===== src/rtl/card_irq_router_pkg.sv =====
// Package card_irq_router_pkg
// Shared flag positions and sizes of the card host interrupt router.
// Assumes the thirteen-flag layout that the controller's other units decode.
package card_irq_router_pkg;
    localparam int unsigned NUM_FLAGS   = 13;
    localparam int unsigned WDATA_W     = 16;
    localparam int unsigned FLAG_CLKOFF = 4;
    localparam int unsigned FLAG_RXREQ  = 5;
    localparam int unsigned FLAG_TXREQ  = 6;
    localparam int unsigned DMA_MODE_BIT = 7;

    // decoded clock command for one cycle
    typedef struct packed {
        logic start;
        logic stop;
    } clk_cmd_t;
endpackage


===== src/rtl/cir_clk_ctl.sv =====
// Module cir_clk_ctl
// Keeps the card-clock running status and turns a clock command into
// raise/drop pulses for the clock-off flag. Stop outranks start.
// Assumes the command is only meaningful in a cycle with cmd_we high.
module cir_clk_ctl
    import card_irq_router_pkg::*;
(
    input  logic     clk,
    input  logic     rst_n,
    input  logic     cmd_we,
    input  clk_cmd_t cmd,
    output logic     running,
    output logic     off_raise,
    output logic     off_drop
);
    // decode the command into flag pulses, stop first
    always_comb begin
        off_raise = cmd_we && cmd.stop;
        off_drop  = cmd_we && cmd.start && !cmd.stop;
    end

    // running status follows the last effective command
    always_ff @(posedge clk) begin
        if (!rst_n)         running <= 1'b0;
        else if (off_raise) running <= 1'b0;
        else if (off_drop)  running <= 1'b1;
    end

    logic seen_cycle;
    // marks that one cycle out of reset has passed, for $past checks
    always_ff @(posedge clk) begin
        if (!rst_n) seen_cycle <= 1'b0;
        else        seen_cycle <= 1'b1;
    end

    assert_stop_clears_R8: assert property (@(posedge clk) disable iff (!rst_n)
        seen_cycle && $past(cmd_we && cmd.stop) |-> !running);
    assert_start_sets_R7: assert property (@(posedge clk) disable iff (!rst_n)
        seen_cycle && $past(cmd_we && cmd.start && !cmd.stop) |-> running);
    assert_status_hold_R9: assert property (@(posedge clk) disable iff (!rst_n)
        seen_cycle && !$past(cmd_we) |-> $stable(running));
endmodule


===== src/rtl/cir_req_reg.sv =====
// Module cir_req_reg
// Request flag register. Each ordinary flag has its own raise and drop
// strobe with drop winning. The flag at OWNED_BIT ignores the vectors and
// is driven only by the owner pulses.
module cir_req_reg #(
    parameter int unsigned NFLAGS    = 13,
    parameter int unsigned OWNED_BIT = 4
) (
    input  logic              clk,
    input  logic              rst_n,
    input  logic [NFLAGS-1:0] set_v,
    input  logic [NFLAGS-1:0] clr_v,
    input  logic              own_raise,
    input  logic              own_drop,
    output logic [NFLAGS-1:0] flags
);
    localparam logic [NFLAGS-1:0] OWN_MASK = NFLAGS'(1) << OWNED_BIT;

    for (genvar i = 0; i < NFLAGS; i++) begin : g_flag
        if (i == OWNED_BIT) begin : g_owned
            // flag controlled only by the owner pulses
            always_ff @(posedge clk) begin
                if (!rst_n)         flags[i] <= 1'b0;
                else if (own_raise) flags[i] <= 1'b1;
                else if (own_drop)  flags[i] <= 1'b0;
            end
        end else begin : g_plain
            // ordinary flag, drop beats raise
            always_ff @(posedge clk) begin
                if (!rst_n)        flags[i] <= 1'b0;
                else if (clr_v[i]) flags[i] <= 1'b0;
                else if (set_v[i]) flags[i] <= 1'b1;
            end
        end
    end

    logic seen_cycle;
    // marks that one cycle out of reset has passed, for $past checks
    always_ff @(posedge clk) begin
        if (!rst_n) seen_cycle <= 1'b0;
        else        seen_cycle <= 1'b1;
    end

    assert_drop_wins_R2: assert property (@(posedge clk) disable iff (!rst_n)
        seen_cycle |-> ((flags & $past(clr_v & ~OWN_MASK)) == '0));
    assert_raise_R2: assert property (@(posedge clk) disable iff (!rst_n)
        seen_cycle |-> ((flags & $past(set_v & ~clr_v & ~OWN_MASK))
                        == $past(set_v & ~clr_v & ~OWN_MASK)));
    assert_owned_raise_R8: assert property (@(posedge clk) disable iff (!rst_n)
        seen_cycle && $past(own_raise) |-> flags[OWNED_BIT]);
    assert_owned_hold_R8: assert property (@(posedge clk) disable iff (!rst_n)
        seen_cycle && !$past(own_raise) && !$past(own_drop)
        |-> $stable(flags[OWNED_BIT]));
endmodule


===== src/rtl/cir_route.sv =====
// Module cir_route
// Combines flags, mask and DMA mode into the processor interrupt and the
// two DMA request lines. In DMA mode the two FIFO flags join the mask and
// go to the DMA lines instead. Pure combinational logic.
module cir_route #(
    parameter int unsigned NFLAGS = 13,
    parameter int unsigned RX_BIT = 5,
    parameter int unsigned TX_BIT = 6
) (
    input  logic [NFLAGS-1:0] flags,
    input  logic [NFLAGS-1:0] mask,
    input  logic              dma_mode,
    output logic              irq,
    output logic              dma_rx,
    output logic              dma_tx
);
    localparam logic [NFLAGS-1:0] FIFO_MASK =
        (NFLAGS'(1) << RX_BIT) | (NFLAGS'(1) << TX_BIT);

    logic [NFLAGS-1:0] eff_mask;

    // widen the mask in DMA mode and steer the FIFO flags
    always_comb begin
        eff_mask = dma_mode ? (mask | FIFO_MASK) : mask;
        irq      = |(flags & ~eff_mask);
        dma_rx   = dma_mode && flags[RX_BIT];
        dma_tx   = dma_mode && flags[TX_BIT];
    end
endmodule


===== src/rtl/card_irq_router.sv =====
// Module card_irq_router
// Top of the card host interrupt and DMA request router. Holds the mask and
// DMA-mode registers, and ties together the request flags, clock command
// and routing logic. Assumes write strobes are single-cycle qualified.
module card_irq_router
    import card_irq_router_pkg::*;
#(
    parameter int unsigned NFLAGS   = NUM_FLAGS,
    parameter int unsigned WR_W     = WDATA_W,
    parameter int unsigned DMA_BIT  = DMA_MODE_BIT,
    parameter int unsigned CLKOFF   = FLAG_CLKOFF,
    parameter int unsigned RXREQ    = FLAG_RXREQ,
    parameter int unsigned TXREQ    = FLAG_TXREQ
) (
    input  logic              clk,
    input  logic              rst_n,
    input  logic [NFLAGS-1:0] req_set,
    input  logic [NFLAGS-1:0] req_clr,
    input  logic              mask_we,
    input  logic [WR_W-1:0]   mask_wdata,
    input  logic              ctrl_we,
    input  logic [WR_W-1:0]   ctrl_wdata,
    input  logic              clkcmd_we,
    input  logic [1:0]        clkcmd_wdata,
    output logic [NFLAGS-1:0] req_flags,
    output logic [NFLAGS-1:0] mask_flags,
    output logic              clk_running,
    output logic              irq,
    output logic              dma_rx_req,
    output logic              dma_tx_req
);
    logic     dma_mode_q;
    logic     off_raise;
    logic     off_drop;
    clk_cmd_t cmd;

    // split the clock command into its two bits
    always_comb begin
        cmd.start = clkcmd_wdata[1];
        cmd.stop  = clkcmd_wdata[0];
    end

    // mask register keeps only the flag-wide low bits
    always_ff @(posedge clk) begin
        if (!rst_n)       mask_flags <= '1;
        else if (mask_we) mask_flags <= mask_wdata[NFLAGS-1:0];
    end

    // DMA-mode bit captured from the control word
    always_ff @(posedge clk) begin
        if (!rst_n)       dma_mode_q <= 1'b0;
        else if (ctrl_we) dma_mode_q <= ctrl_wdata[DMA_BIT];
    end

    cir_clk_ctl u_clk (
        .clk       (clk),
        .rst_n     (rst_n),
        .cmd_we    (clkcmd_we),
        .cmd       (cmd),
        .running   (clk_running),
        .off_raise (off_raise),
        .off_drop  (off_drop)
    );

    cir_req_reg #(.NFLAGS(NFLAGS), .OWNED_BIT(CLKOFF)) u_req (
        .clk       (clk),
        .rst_n     (rst_n),
        .set_v     (req_set),
        .clr_v     (req_clr),
        .own_raise (off_raise),
        .own_drop  (off_drop),
        .flags     (req_flags)
    );

    cir_route #(.NFLAGS(NFLAGS), .RX_BIT(RXREQ), .TX_BIT(TXREQ)) u_route (
        .flags    (req_flags),
        .mask     (mask_flags),
        .dma_mode (dma_mode_q),
        .irq      (irq),
        .dma_rx   (dma_rx_req),
        .dma_tx   (dma_tx_req)
    );

    logic seen_cycle;
    // marks that one cycle out of reset has passed, for $past checks
    always_ff @(posedge clk) begin
        if (!rst_n) seen_cycle <= 1'b0;
        else        seen_cycle <= 1'b1;
    end

    assert_mask_hold_R9: assert property (@(posedge clk) disable iff (!rst_n)
        seen_cycle && !$past(mask_we) |-> $stable(mask_flags));
    assert_mask_capture_R3: assert property (@(posedge clk) disable iff (!rst_n)
        seen_cycle && $past(mask_we) |-> mask_flags == $past(mask_wdata[NFLAGS-1:0]));
    assert_dma_idle_R6: assert property (@(posedge clk) disable iff (!rst_n)
        !dma_mode_q |-> !dma_rx_req && !dma_tx_req);
    assert_fifo_withheld_R5: assert property (@(posedge clk) disable iff (!rst_n)
        dma_mode_q && ((req_flags & ~mask_flags & ~((NFLAGS'(1) << RXREQ) |
        (NFLAGS'(1) << TXREQ))) == '0) |-> !irq);
    assert_unmasked_R4: assert property (@(posedge clk) disable iff (!rst_n)
        !dma_mode_q && ((req_flags & ~mask_flags) != '0) |-> irq);
endmodule


===== config.mk =====
export PLATFORM = sky130hd
export DESIGN_NAME = card_irq_router
export DESIGN_NICKNAME = d
export VERILOG_FILES = /design/src/rtl/card_irq_router_pkg.sv /design/src/rtl/cir_clk_ctl.sv /design/src/rtl/cir_req_reg.sv /design/src/rtl/cir_route.sv /design/src/rtl/card_irq_router.sv
export SDC_FILE = /design/constraint.sdc
export NUM_CORES = 1
export LEC_CHECK = 0
export BUFFER_PORTS_ARGS = -buffer_cell sky130_fd_sc_hd__buf_2
export CORE_MARGIN = 2
export CORE_UTILIZATION = 25
export DETAILED_ROUTE_END_ITERATION = 10
export PLACE_DENSITY = 0.62
export SETUP_SLACK_MARGIN = 0.3
export SYNTH_ARGS = -nofsm -noshare
export SYNTH_HDL_FRONTEND = slang
export SYNTH_SLANG_ARGS = --single-unit
export TNS_END_PERCENT = 5

===== constraint.sdc =====
create_clock -name clk -period 1.8 [get_ports clk]
set_clock_uncertainty 0.2 [all_clocks]
set_input_delay 0.27 -clock clk [delete_from_list [all_inputs] [get_ports clk]]
set_output_delay 0.27 -clock clk [all_outputs]
set_load 0.01 [all_outputs]

==> summary.md, run 1 <==
| Metric | Value |
|---|---|
| Status | `complete, but fails checks` |
| Failing checks | `setup timing` |
| Relative slew margins | `just under 70%` |
| Overall Global Routing Usage | `about an eighth` |
| CP startpoint kind | `flop` |
| Yosys Warn Count | `0` |
| Clock root buffer | `clkbuf_8` |
| Hold crit path type | `input port to flop` |
| Final hold violations | `0` |
| Synth Area in Compound Gates | `about 4%` |
| Final setup fails | `1` |
| Max-Cap Viols | `0` |
| Post-Synth Simple-Gate Area | `roughly 27%` |
| Via count | `about 1000` |
| Die width | `69.30 um` |
| Max-slew violation count | `0` |
| Top cells by area, synth | `dfxtp_1 (53%), mux2i_1 (13%), nor3b_1 (8.5%), nand2_1 (6.0%), nand2b_1 (4.7%)` |
| Yosys reg bits | `28` |
| Crit path time final | `a little over 2000 ps` |
| Reg clk slew, reported paths | `~90 ps` |
| Final core occ | `between 40% and 50%` |
| Starting Density | `26.27%` |
| First-pass GRT wire length | `4.581 mm` |
| Adder-cell area share of the yosys netlist | `0%` |
| Share of cells above drive strength 1 | `45.27%` |
| Peak VDD IR | `between 300 and 400 uV` |
| Crit Path Max Fanout | `2` |
| Post-synthesis mux area share | `13.15%` |
| Post-synthesis sequential area ratio | `a little over half` |
| Yosys cell types | `18` |
| Row Count | `23` |
| Largest family of logic cells by synthesized area | `simple AND/OR/NAND/NOR gates` |
| PwrDens | `710.5 nW/um^2` |
| Antenna viol nets, final | `0` |
| Fmax | `a little under 0.5 GHz` |
| Final setup margin | `-221.7 ps` |
| DP Worst Slack | `about 28 ps` |
| CP Class | `flop to primary output` |
| Xor-xnor portion of the synthesized cell area | `0%` |
| CTS Buf Count | `3` |
| Filler cell count | `just under 400` |
| Critical Path RT | `around 1300 ps` |
| CTS H-Tree Depth | `1` |
| Die footprint | `around 4800 sq um` |
| Drt total wl | `about 2.8 mm` |
| Vias per cell | `4.151` |
| DRC | `0` |
| Arrival @ worst endpoint | `roughly 1600 ps` |
| Area Overhead vs Synth | `62.68%` |
| Syn Nets | `176` |
| CTS tree | `yes` |
| Largest net degree at the start of global routing | `29` |
| Leakage power | `0.0008469 uW` |
| Latest clock arrival within the worst-skew pair | `approximately 270 ps` |
| Num ports | `95` |
| Die height | `~69 um` |
| Unrepaired setup endpoints after global routing | `true` |
| NumNets Final | `268` |
| CP Capture Type | `primary output` |
| Mapped Cells | `roughly 110` |
| Biggest area consumer among synthesized cells | `dfxtp_1` |
| Routability Congestion | `approximately 0.66` |
| Port bufs | `74` |
| Post-synth top area share | `a little over half` |
| Diode count | `0` |
| Clock Sink Count | `28` |
| Fin area | `~1700 sq um` |
| DP Area | `between 1500 and 2000 sq um` |
| CORE AREA | `around 4100 sq um` |
| TNS Setup | `-221.7 ps` |
| Remaining Overflow, GRT | `0` |
| Initial DRC count | `26` |
| Worst-margin pin slew | `between 400 and 500 ps` |
| Initial antenna violation count | `0` |
| Wirelength per Cell | `between 10 and 15 um` |
| R2R Setup Slk | `between 800 and 900 ps` |
| CTS max path bufs | `2` |
| Vias in the first global route | `between 1000 and 1500` |
| Netlist Area Pre-Place | `between 1000 and 1500 sq um` |
| Fin crit share | `112.3%` |
| Pwr Total | `1232 uW` |
| First-pass detailed-route iteration total | `2` |
| Synthesized area per cell | `roughly 9.6 sq um` |
| DPL Wire Length | `approximately 2.0 mm` |
## where the power goes
part           switching [uW]  internal [uW]  leakage, uW
clock                     178            150    0.0000216
combinational            91.0            132     0.000596
sequential               25.3            656     0.000230
total                     295            937     0.000847
## routing by layer
metal	wire (um)	track usage [%]
met5	0	0
met4	17	3.922
met3	221	3.924
met2	1266	19.02
met1	1255	14.57
## path summary, 6_finish.rpt
check,startpoint,to,cells after the start
min reg2reg,mask_flags[4]$_SDFFE_PN1P_,mask_flags[4]$_SDFFE_PN1P_,2
max reg2reg,mask_flags[2]$_SDFFE_PN1P_,mask_flags[2]$_SDFFE_PN1P_,3
max,u_req.flags[4]$_SDFFE_PN0P_,irq,4
min,mask_wdata[4],mask_flags[4]$_SDFFE_PN1P_,3
## stage by stage
step	instances	hold slack, ps
detailed placement	233	233.7
global placement	233	232.5
floorplan	111	146.1
global route	251	7.048
CTS	249	0.5310
finish	251	11.59
## cells in the mapped netlist
library cell and instances:
dfxtp_1 28, nand2_1 17, mux2i_1 14, nor2_1 13
nor3b_1 12, nand2b_1 8, inv_1 4, a21oi_1 2
and2_1 2, clkbuf_1 2, o2111ai_1 2, a21boi_0 1
buf_2 1, buf_4 1, nor2b_1 1, o221ai_1 1
or2b_1 1, or4_1 1
## area by class of cell
| cell class | instances | area (sq um) | share of cell area, % |
|---|---|---|---|
| multi-input combinational | 75 | 506.7 | 29.22 |
| tap | 50 | 62.56 | 3.608 |
| timing repair buffer | 91 | 539.3 | 31.10 |
| inverter | 4 | 15.01 | 0.8658 |
| clock buffer | 3 | 41.29 | 2.381 |
| sequential | 28 | 569.3 | 32.83 |
## timing repair
item | 4_1_cts | 5_1_grt
endpoints found under the hold margin | 13 | 1
cloned | 0 | 0
resized for setup | 4 | 1
setup endpoints to repair | 1 | 1
setup buffers | 0 | 1
hold buffers | 13 | 1
## worst max-delay path: stages, from the launching register on
cell,delay (ps)
dfxtp_2,320
or2b_1,190
o2111ai_4,110
or4_4,530
buf_6,140
## logic make-up after synthesis
family                 count (synthesis)
AND/OR/NAND/NOR                       55
multiplexers                          14
AO/OA/AOI/OAI                          6
buffers and inverters                  8
flip-flops                            28
## registers in the layout, indices dropped and copies added, names as in the netlist
name / cells
dma_mode_q: 1
mask_flags: 13
u_clk.running: 1
u_req.flags: 13
## cell usage in the layout (no fill, tap or decap)
cell type	instances
o2111ai_4	1
nand2b_1	6
mux2i_1	14
o221ai_1	1
buf_4	3
nand2_1	17
dfxtp_1	21
and2_1	2
a21boi_0	1
buf_6	1
nand2b_4	2
or2b_1	1
o2111ai_1	1
dlygate4sd3_1	14
inv_1	4
nor2_1	13
nor3b_1	12
a21oi_1	2
dfxtp_2	7
clkbuf_8	3
nor2b_1	1
buf_2	73
or4_4	1
No activity file was read; power rests on OpenSTA's default activity.
==> inputs of run 2 (changes only) <==
CORE_UTILIZATION = 36   (was 25)
PLACE_DENSITY = 0.82   (was 0.62)
==> run 2 against run 1 <==
  * The flow still finishes with violations (setup timing)
  * Combinational power increased by 23%
  * Count of clock-buffer cells in the layout unchanged
  * Power decreased by 1.8%
  * Sequential share of layout area decreased by 3.1 points
  * Wire length increased by 28%
  * Worst setup slack got worse by 7.5 ps
  * Clock power decreased by 23%
  * Via count increased by 19%
  * Register-to-register slack got worse by 120 ps
  * Flip-flop and latch count unchanged
  * Sequential power about the same
  * Critical path depth unchanged
  * Largest power group unchanged
  * Highest routed layer unchanged
==> summary.md, run 2 (synthesis gave the netlist of run 1 again) <==
| Metric | Value |
|---|---|
| Starting Density | `38.33% (+12 points)` |
| Die height | `58.42 um (-16%)` |
| Commonest cells after routing, fill and taps aside | `buf_2 (73), dlygate4sd3_1 (36), nand2_1 (17)` |
| Final core occ | `69.59% (+27 points)` |
| Unrepaired setup endpoints after global routing | `true` |
| CTS tree | `yes` |
| Antenna viol nets, final | `0 (unchanged)` |
| Reg clk slew, reported paths | `140 ps (+50 ps)` |
| Max-Cap Viols | `0 (unchanged)` |
| Die width | `58.42 um (-16%)` |
| Hold Path End | `u_req.flags[10]$_SDFFE_PP0P_` |
| Largest net degree at the start of global routing | `29 (unchanged)` |
| Initial DRC count | `25 (-3.8%)` |
| Final hold violations | `0 (unchanged)` |
| Fin crit share | `112.7% (+0.42 points)` |
| Status | `complete, but fails checks` |
| Crit-path max cell delay | `520 ps (about the same)` |
| Share of cells above drive strength 1 | `44.25% (-1.0 points)` |
| Combinational share of power | `22.8% (+4.7 points)` |
| R2R Path Start | `mask_flags[12]$_SDFFE_PN1P_` |
| Hold Slack | `10.37 ps (-1.225 ps)` |
| HP Start | `req_set[10]` |
| Overall Global Routing Usage | `21.89% (+10 points)` |
| Relative slew margins | `69.84% (+0.21 points)` |
| Uppermost layer routed | `met4` |
| Worst hold stages | `3 (unchanged)` |
| CP Cell Sequence | `nand2b_1 -> o221ai_1 -> or4_4 -> buf_6` |
| Filler cell count | `197 (-49%)` |
| Vias in the first global route | `1273 (+23%)` |
| Power Internal | `903.1 uW (-3.7%)` |
| Arrival @ worst endpoint | `1560 ps (about the same)` |
| Crit Path Max Fanout | `2 (unchanged)` |
| First-pass detailed-route iteration total | `4 (+2)` |
| Critical Path RT | `1330 ps (about the same)` |
| CTS max path bufs | `2 (unchanged)` |
| Die footprint | `3412 sq um (-29%)` |
| Commonest non-fill, non-tap cell in the layout | `buf_2` |
| CTS H-Tree Depth | `1 (unchanged)` |
| Highest-delay cell along the critical path | `or4_4` |
| Peak VDD IR | `495.7 uV (+31%)` |
| Hold crit path type | `input port to flop` |
| Latest clock arrival within the worst-skew pair | `310 ps (+40 ps)` |
| Area Overhead vs Synth | `81.57%` |
| Num ports | `95 (unchanged)` |
| Routability Congestion | `0.6676 (+0.65%)` |
| CP Class | `flop to primary output` |
| CTS Buf Count | `3 (unchanged)` |
| Clock Sink Count | `28 (unchanged)` |
| CP Capture Type | `primary output` |
| Vias per cell | `4.833 (+16%)` |
| TNS Setup | `-229.2 ps (-7.472 ps)` |
| Clk network pwr share | `20.8% (-5.8 points)` |
| Initial antenna violation count | `0 (unchanged)` |
| First-pass GRT wire length | `5.651 mm (+23%)` |
| Diode count | `0 (unchanged)` |
| Fmax | `0.4928 GHz (-0.37%)` |
| DR WL met2 | `1.933 mm (+53%)` |
| Sw frac | `25.38% (+1.5 points)` |
| PwrDens | `625.3 nW/um^2 (-12%)` |
| Final setup fails | `1 (unchanged)` |
| Crit path time final | `2029 ps (+7.472 ps)` |
| Drt total wl | `3.537 mm (+28%)` |
| Remaining Overflow, GRT | `0 (unchanged)` |
| Worst r2r path cells | `3 (unchanged)` |
| M1 wire length | `1.352 mm (+7.7%)` |
| Leakage power | `0.0009475 uW (+12%)` |
| Max-slew violation count | `0 (unchanged)` |
| DRC | `0 (unchanged)` |
| Port bufs | `74 (unchanged)` |
| R2R Setup Slk | `730 ps (-120 ps)` |
| Wirelength per Cell | `13.76 um (+25%)` |
| Via count | `1242 (+19%)` |
| Failing checks | `setup timing` |
| P_sw | `307.2 uW (+4.2%)` |
| Reg-to-Reg End | `mask_flags[12]$_SDFFE_PN1P_` |
| Final setup margin | `-229.2 ps (-7.472 ps)` |
| Worst-margin pin slew | `452.4 ps (-3.142 ps)` |
| DPL Wire Length | `1.813 mm (-7.4%)` |
| Row Count | `19 (-17%)` |
| CP startpoint kind | `flop` |
| Clock root buffer | `clkbuf_4` |
| NumNets Final | `293 (+9.3%)` |
| Met3 wire length | `202 um (-8.6%)` |
| Biggest regs | `mask_flags (13), u_req.flags (13)` |
| Seq pwr share | `56.4% (+1.1 points)` |
| CORE AREA | `2781 sq um (-31%)` |
[run 2: cell count changes in the layout (fill, tap and decap cells not counted)]
cell           change
clkbuf_4           +3
dlygate4sd3_1     +22
dfxtp_2            +5
o2111ai_4          -1
o2111ai_1          -1
o2111ai_2          +2
clkbuf_8           -3
buf_4              +3
dfxtp_1            -5
[run 2: timing repair]
action,CTS,global route
pin swaps,1,0
hold buffers,36,0
endpoints found under the setup margin,1,3
resized for setup,8,2
setup buffers,6,0
endpoints found under the hold margin,28,0
[run 2: area by class of cell]
class	instances	area, sq um	share of cell area (%)
multi-input cells	75	501.7	25.92
inverters	4	15.01	0.7757
flip-flops and latches	28	575.6	29.73
repair buffers	116	782.0	40.40
well taps	31	38.79	2.004
clock buffers	3	22.52	1.164
[run 2: worst max-delay path, delay by kind of cell, from the launching register on]
family | cells | cell delay (ps)
simple gates | 2 | 640
flops | 1 | 370
compound gates | 1 | 100
buf+inv | 1 | 140
[run 2: routing by layer]
layer	track usage, %	vias to the layer above
li1	-	599
met1	23.63	582
met2	41.57	55
met3	3.956	6
met4	8.638	0
met5	0	-
[run 2: worst max path at each step]
stage | from | endpoint | slack [ps] | cells past startpoint
floorplan | u_req.flags[4]$_SDFFE_PN0P_ | irq | 260 | 3
global placement | u_req.flags[4]$_SDFFE_PN0P_ | irq | 60 | 4
detailed placement | u_req.flags[4]$_SDFFE_PN0P_ | irq | 60 | 4
CTS | mask_flags[0]$_SDFFE_PN1P_ | irq | -210 | 4
global route | mask_flags[0]$_SDFFE_PN1P_ | irq | -280 | 4
finish | mask_flags[12]$_SDFFE_PN1P_ | irq | -230 | 4
[run 2: power by group through the flow]
stage / sequential, uW / combinational [uW] / clock, uW
finish: 683 / 275 / 252
global route: 688 / 299 / 278
CTS: 681 / 266 / 258
detailed placement: 694 / 185 / 0
global placement: 693 / 182 / 0
floorplan: 707 / 76.5 / 0
[run 2: per-stage QoR]
step	worst slack (ps)	total power (uW)	cell area, sq um	std cells
after floorplan	257.7	783.7	1079	111
final	-229.2	1210	1936	257
after CTS	-209.5	1204	1933	257
after global routing	-280.7	1264	1936	257
after global placement	56.72	875.6	1468	212
after detailed placement	58.82	878.7	1468	212
